File: src/rtl/owm_pkg.sv
package owm_pkg;
  typedef enum logic [1:0] {
    OWM_RESET = 2'b00,
    OWM_WRITE = 2'b01,
    OWM_READ  = 2'b10,
    OWM_RSVD  = 2'b11
  } owm_cmd_e;
endpackage

File: src/rtl/owm_sync2.sv
module owm_sync2 #(
  parameter logic RST_VAL = 1'b1
) (
  input  logic clk_i,
  input  logic rst_ni,
  input  logic d_i,
  output logic q_o
);
  logic s1_q, s2_q;
  always_ff @(posedge clk_i or negedge rst_ni) begin
    if (!rst_ni) begin
      s1_q <= RST_VAL;
      s2_q <= RST_VAL;
    end else begin
      s1_q <= d_i;
      s2_q <= s1_q;
    end
  end
  assign q_o = s2_q;
endmodule

File: src/rtl/owm_us_timer.sv
module owm_us_timer #(
  parameter int CYC_PER_US = 200,
  parameter int MAX_US     = 960,
  parameter int US_W       = $clog2(MAX_US + 1)
) (
  input  logic            clk_i,
  input  logic            rst_ni,
  input  logic            clear_i,
  input  logic            run_i,
  output logic            tick_o,
  output logic [US_W-1:0] us_o
);
  localparam int PRE_W = (CYC_PER_US > 1) ? $clog2(CYC_PER_US) : 1;
  localparam logic [PRE_W-1:0] PRE_LAST = PRE_W'(CYC_PER_US - 1);

  logic [PRE_W-1:0] pre_q;
  logic [US_W-1:0]  us_q;

  assign tick_o = run_i && (pre_q == PRE_LAST);
  assign us_o   = us_q;

  always_ff @(posedge clk_i or negedge rst_ni) begin
    if (!rst_ni) begin
      pre_q <= '0;
      us_q  <= '0;
    end else if (clear_i) begin
      pre_q <= '0;
      us_q  <= '0;
    end else if (run_i) begin
      if (tick_o) begin
        pre_q <= '0;
        us_q  <= us_q + 1'b1;
      end else begin
        pre_q <= pre_q + 1'b1;
      end
    end
  end

  assert_us_bounded_R6: assert property (@(posedge clk_i) disable iff (!rst_ni)
    us_q <= US_W'(MAX_US));
endmodule

File: src/rtl/owm_bit_engine.sv
module owm_bit_engine
  import owm_pkg::*;
#(
  parameter int CYC_PER_US   = 200,
  parameter int W1_LOW_US    = 6,
  parameter int W0_LOW_US    = 60,
  parameter int SLOT_US      = 60,
  parameter int RECOVER_US   = 5,
  parameter int RD_SAMPLE_US = 15,
  parameter int RST_LOW_US   = 480,
  parameter int PRES_WAIT_US = 70,
  parameter int RST_TOTAL_US = 960
) (
  input  logic       clk_i,
  input  logic       rst_ni,
  input  logic       cmd_valid_i,
  input  logic [1:0] cmd_i,
  input  logic       wr_bit_i,
  output logic       busy_o,
  output logic       done_o,
  output logic       rd_bit_o,
  output logic       presence_o,
  input  logic       bus_i,
  output logic       bus_pull_o
);
  localparam int US_W = $clog2(RST_TOTAL_US + 1);
  localparam logic [US_W-1:0] T_W1   = US_W'(W1_LOW_US);
  localparam logic [US_W-1:0] T_W0   = US_W'(W0_LOW_US);
  localparam logic [US_W-1:0] T_SLOT = US_W'(SLOT_US + RECOVER_US);
  localparam logic [US_W-1:0] T_RDS  = US_W'(RD_SAMPLE_US);
  localparam logic [US_W-1:0] T_RL   = US_W'(RST_LOW_US);
  localparam logic [US_W-1:0] T_PS   = US_W'(RST_LOW_US + PRES_WAIT_US);
  localparam logic [US_W-1:0] T_RT   = US_W'(RST_TOTAL_US);

  owm_cmd_e        cmd_q;
  logic            wbit_q, busy_q, done_q, samp_q, rd_q, pres_q;
  logic            bus_s, tick, accept, end_evt, samp_evt;
  logic [US_W-1:0] us, us_next, t_low, t_samp, t_end;

  owm_sync2 #(.RST_VAL(1'b1)) u_sync (
    .clk_i (clk_i), .rst_ni(rst_ni), .d_i(bus_i), .q_o(bus_s)
  );

  owm_us_timer #(.CYC_PER_US(CYC_PER_US), .MAX_US(RST_TOTAL_US), .US_W(US_W)) u_timer (
    .clk_i (clk_i), .rst_ni(rst_ni), .clear_i(accept), .run_i(busy_q),
    .tick_o(tick), .us_o(us)
  );

  always_comb begin
    unique case (cmd_q)
      OWM_RESET: begin t_low = T_RL; t_samp = T_PS;  t_end = T_RT;   end
      OWM_READ:  begin t_low = T_W1; t_samp = T_RDS; t_end = T_SLOT; end
      default:   begin t_low = wbit_q ? T_W1 : T_W0; t_samp = T_RDS; t_end = T_SLOT; end
    endcase
  end

  assign accept   = cmd_valid_i && !busy_q && (owm_cmd_e'(cmd_i) != OWM_RSVD);
  assign us_next  = us + 1'b1;
  assign end_evt  = busy_q && tick && (us_next == t_end);
  assign samp_evt = busy_q && tick && (us_next == t_samp);

  always_ff @(posedge clk_i or negedge rst_ni) begin
    if (!rst_ni) begin
      cmd_q  <= OWM_WRITE;
      wbit_q <= 1'b1;
      busy_q <= 1'b0;
      done_q <= 1'b0;
      samp_q <= 1'b1;
      rd_q   <= 1'b0;
      pres_q <= 1'b0;
    end else begin
      done_q <= end_evt;
      if (accept) begin
        busy_q <= 1'b1;
        cmd_q  <= owm_cmd_e'(cmd_i);
        wbit_q <= wr_bit_i;
      end else if (end_evt) begin
        busy_q <= 1'b0;
      end
      if (samp_evt) samp_q <= bus_s;
      if (end_evt && cmd_q == OWM_READ)  rd_q   <= samp_q;
      if (end_evt && cmd_q == OWM_RESET) pres_q <= !samp_q;
    end
  end

  assign busy_o     = busy_q;
  assign done_o     = done_q;
  assign rd_bit_o   = rd_q;
  assign presence_o = pres_q;
  assign bus_pull_o = busy_q && (us < t_low);

  assert_pull_only_busy_R2: assert property (@(posedge clk_i) disable iff (!rst_ni)
    bus_pull_o |-> busy_o);
  assert_done_at_fall_R8: assert property (@(posedge clk_i) disable iff (!rst_ni)
    done_o |-> (!busy_o || $past(busy_o)) && $past(busy_o));
  assert_done_single_R8: assert property (@(posedge clk_i) disable iff (!rst_ni)
    done_o |=> !done_o);
  assert_busy_ignores_R9: assert property (@(posedge clk_i) disable iff (!rst_ni)
    (busy_q && !end_evt) |=> busy_q && $stable(cmd_q) && $stable(wbit_q));
  assert_reserved_ignored_R10: assert property (@(posedge clk_i) disable iff (!rst_ni)
    (!busy_o && cmd_valid_i && cmd_i == 2'b11) |=> !busy_o);
  assert_results_hold_R12: assert property (@(posedge clk_i) disable iff (!rst_ni)
    !done_o |-> $stable(rd_bit_o) && $stable(presence_o));
endmodule

File: config.mk
export PLATFORM = sky130hd
export DESIGN_NAME = owm_bit_engine
export DESIGN_NICKNAME = d
export VERILOG_FILES = /design/src/rtl/owm_pkg.sv /design/src/rtl/owm_sync2.sv /design/src/rtl/owm_us_timer.sv /design/src/rtl/owm_bit_engine.sv
export SDC_FILE = /design/constraint.sdc
export NUM_CORES = 1
export LEC_CHECK = 0
export BUFFER_PORTS_ARGS = -buffer_cell sky130_fd_sc_hd__buf_2
export CELL_PAD_IN_SITES_DETAIL_PLACEMENT = 1
export CELL_PAD_IN_SITES_GLOBAL_PLACEMENT = 1
export CORE_AREA = 2 2 90 92
export DETAILED_ROUTE_END_ITERATION = 6
export DIE_AREA = 0 0 92 94
export GPL_ROUTABILITY_DRIVEN = 0
export PLACE_DENSITY_LB_ADDON = 0.1
export SLEW_MARGIN = 15
export SYNTH_ARGS = -nofsm -noshare
export SYNTH_HDL_FRONTEND = slang
export SYNTH_HIERARCHICAL = 1
export SYNTH_SLANG_ARGS = --single-unit
File: constraint.sdc
create_clock -name clk_i -period 2.72 [get_ports clk_i]
set_input_delay 0.408 -clock clk_i [delete_from_list [all_inputs] [get_ports clk_i]]
set_output_delay 0.408 -clock clk_i [all_outputs]
set_load 0.02 [all_outputs]
==> summary.md <==
| Metric | Value |
|---|---|
| Core area | `0.00761 mm2` |
| CTS H-tree lvls | `1` |
| Cts hold-fix bufs | `0` |
| Worst Skew | `0.00485 ns` |
| Top FF cell, synth | `dfrtp_1` |
| Reg2reg start | `u_timer/pre_q[0]$_DFFE_PN0P_` |
| TritonCTS buffer count | `3` |
| Commonest cells after routing, fill and taps aside | `nor2_1 (29), dfrtp_1 (23), nand2_1 (19)` |
| Sequential area share after synthesis | `38.0%` |
| Layout Nets | `approximately 240` |
| Worst R2R End | `rd_bit_o$_DFFE_PN0P_` |
| Commonest non-fill, non-tap cell in the layout | `nor2_1` |
| Routed vias/inst | `~5` |
| Routed Antenna Nets | `0` |
| Pre-antenna DRT Iters | `3` |
| RSZ-0062 raised after global routing | `true` |
| IO Count | `12` |
| Final min period | `2.66 ns` |
| Clk Latency, worst-skew pair | `0.28 ns` |
| Worst-Margin Slew | `0.668 ns` |
| Detailed placer's ending HPWL | `3.85 mm` |
| Yosys reg bits | `28` |
| Number of diodes | `0` |
| Die X-Extent | `92 um` |
| Initial Util | `24.4%` |
| DR vias | `1,590` |
| Warnings, synthesis | `6` |
| Die area | `a little under 0.009 mm2` |
| Worst Hold Class | `primary input to asynchronous set/reset pin` |
| CP Capture Type | `output pin` |
| Clock slew at reported path FFs | `0.10 ns` |
| Die H | `approximately 94 um` |
| Number of flops mapped to enable cells by yosys | `0` |
| CP max stage cell | `dfstp_2` |
| Maximum buffer depth of the clock tree | `2` |
| Clock sink total | `28` |
| Static Leak | `0.954 nW` |
| R2R Setup Slk | `about 0.25 ns` |
| R2R depth | `9` |
| Delay-heaviest family, CP | `compound AO/OA/AOI/OAI gates` |
| Critical Path, Cell by Cell | `mux2i_2 > inv_1 > ha_1 > o2111ai_1 > a21oi_2 > a2111oi_4 > buf_4` |
| Row cnt | `32` |
| DR DRC count | `0` |
| Synth cell types | `50` |
| Layout cell share with drive strength beyond 1 | `25.8%` |
| Placed inst area | `0.00209 mm2` |
| Finished Cell Area | `0.00224 mm2` |
| Final Max Slew Viols | `0` |
| Largest fanout on the critical path | `4` |
| Area grow syn2layout | `20.6%` |
| Setup crit end | `bus_pull_o` |
| # setup viols final | `0` |
| PwrDens | `313 mW/mm2` |
| Mapped Area | `0.00186 mm2` |
| First-pass GRT wire length | `approximately 8.8 mm` |
| Max VDD drop | `0.187 mV` |
| Post-Syn Instances | `199` |
| Port Buf Inserts | `11` |
| Async S/R FF share, synth | `100%` |
| Routed length per instance | `16.0 um` |
| Setup CP Type | `flop to output pin` |
| Relative slew margins | `55.5%` |
| Root buffer cell | `clkbuf_8` |
| Fmax | `376 MHz` |
| Outcome | `finished clean` |
| Final period util | `97.8%` |
| Startpoint types | `flop` |
| Worst hold margin | `0.147 ns` |
| GR Util All Layers | `about an eighth` |
| Fillers | `891` |
| Maxcap violations | `0` |
| Mean post-synth cell area | `a little over 9 um2` |
| GRT overflow | `0` |
| Final Hold Fails | `0` |
| Largest net degree at the start of global routing | `29` |
| Routed WL | `5.24 mm` |
| Syn_nets | `216` |
| Max incr delay on CP | `0.58 ns` |
| Worst EP required | `2.31 ns` |
| CTS tree | `yes` |
| Initial antenna violation count | `0` |
| Number of cells on the critical path | `7` |
| Crit. Startpoint | `cmd_q[0]$_DFFE_PN1P_` |
| Vias in the first global route | `1,704` |
| Critical Path AT | `2.25 ns` |
| Starting DRT DRC Count | `34` |
| Worst Path Buf+Inv | `2` |
-- worst min-delay path by stage --
stage,start,end,cells past startpoint
floorplan,rst_ni,busy_o$_DFFE_PN0P_,0
global placement,u_sync/s1_q$_DFF_PN1_,u_sync/q_o$_DFF_PN1_,0
detailed placement,u_sync/s1_q$_DFF_PN1_,u_sync/q_o$_DFF_PN1_,0
CTS,rst_ni,u_timer/pre_q[4]$_DFFE_PN0P_,1
global route,rst_ni,u_timer/pre_q[3]$_DFFE_PN0P_,1
finish,rst_ni,u_timer/pre_q[6]$_DFFE_PN0P_,1
-- metal layers --
layer  global-route usage [%]  up-vias  part of all wire (%)
li1                         -      770                     -
met1                     16.7      799                    47
met2                     22.5       12                    50
met3                     1.77        9                   1.4
met4                     4.35        0                   2.1
met5                        0        -                     0
-- registers in the layout (all words and copies together) (netlist names) --
signal	flops
presence_o	1
u_sync/q_o	1
u_timer/pre_q	8
samp_q	1
wbit_q	1
u_sync/s1_q	1
busy_o	1
u_timer/us_o	10
done_o	1
cmd_q	2
rd_bit_o	1
-- what timing repair did --
item | CTS | global route
setup endpoints to repair | 1 | 2
hold endpoints to repair | 0 | 0
pin swaps | 0 | 4
buffers inserted | 1 | 5
gates resized for setup | 2 | 9
-- cell usage after synthesis, types with 2 or more instances --
cell       instances  share of area [%]
nor2_1            29                5.9
dfrtp_1           23                 31
nand2_1           19                3.8
ha_1              10                6.7
nor3_1             9                2.4
xor2_1             9                4.2
nand3_1            8                2.2
xnor2_1            8                3.8
a21oi_1            6                1.6
dfstp_2            5                7.1
nand2b_1           5                1.7
nand4_1            5                1.7
o21ai_0            5                1.3
inv_1              4               0.81
or4_1              4                1.6
mux2i_1            3                1.6
nor4_1             3                1.0
o2111ai_1          3                1.4
and3_2             2               0.81
buf_4              2               0.81
clkbuf_1           2               0.40
mux2_2             2                1.2
nand4_4            2                2.3
nand4b_1           2               0.94
nor2b_1            2               0.67
o21a_1             2               0.81
o31ai_1            2               0.81
-- worst reg2reg max path: stages (launching register included) --
cell	delay, ns
dfrtp_1	0.42
ha_1	0.26
nand4b_1	0.21
nor2_1	0.19
buf_4	0.14
nand4_1	0.13
a21oi_2	0.18
o2111ai_2	0.18
nor4_2	0.32
mux2_1	0.34
-- kinds of logic after synthesis --
| family | synth area share, % |
|---|---|
| multiplexers | 3.43 |
| flip-flops | 38.0 |
| AND/OR/NAND/NOR | 30.3 |
| AO/OA/AOI/OAI | 10.3 |
| adder cells (fa/ha/maj) | 6.73 |
| XOR/XNOR | 8.01 |
| buffers and inverters | 3.23 |
-- report_power, final --
part | leakage, nW | total, mW | switching (mW) | internal (mW)
Clock | 0.0288 | 0.271 | 0.141 | 0.130
Combinational | 0.633 | 0.0129 | 0.00981 | 0.00306
Sequential | 0.292 | 0.419 | 0.000350 | 0.419
Total | 0.954 | 0.703 | 0.151 | 0.552
-- area by class of cell --
| class | instances | area, um2 | area share (%) |
|---|---|---|---|
| tap | 102 | 128 | 5.69 |
| timing repair buffer | 28 | 185 | 8.26 |
| clock buffer | 4 | 55.1 | 2.46 |
| sequential | 28 | 707 | 31.5 |
| inverter | 5 | 23.8 | 1.06 |
| multi-input combinational | 160 | 1140 | 51.0 |
-- stage by stage --
step | setup TNS, ns | setup slack (ns) | instances | total power [mW] | util, %
global route | -0.0659 | -0.0659 | 327 | 0.730 | 29.5
CTS | 0 | 0.000939 | 322 | 0.713 | 28.4
floorplan | 0 | 0.228 | 199 | 0.427 | -
detailed placement | 0 | 0.217 | 317 | 0.441 | 27.5
finish | 0 | 0.0604 | 327 | 0.703 | 29.5
global placement | 0 | 0.248 | 317 | 0.440 | 27.5
Power figures use the tool's default switching activity.
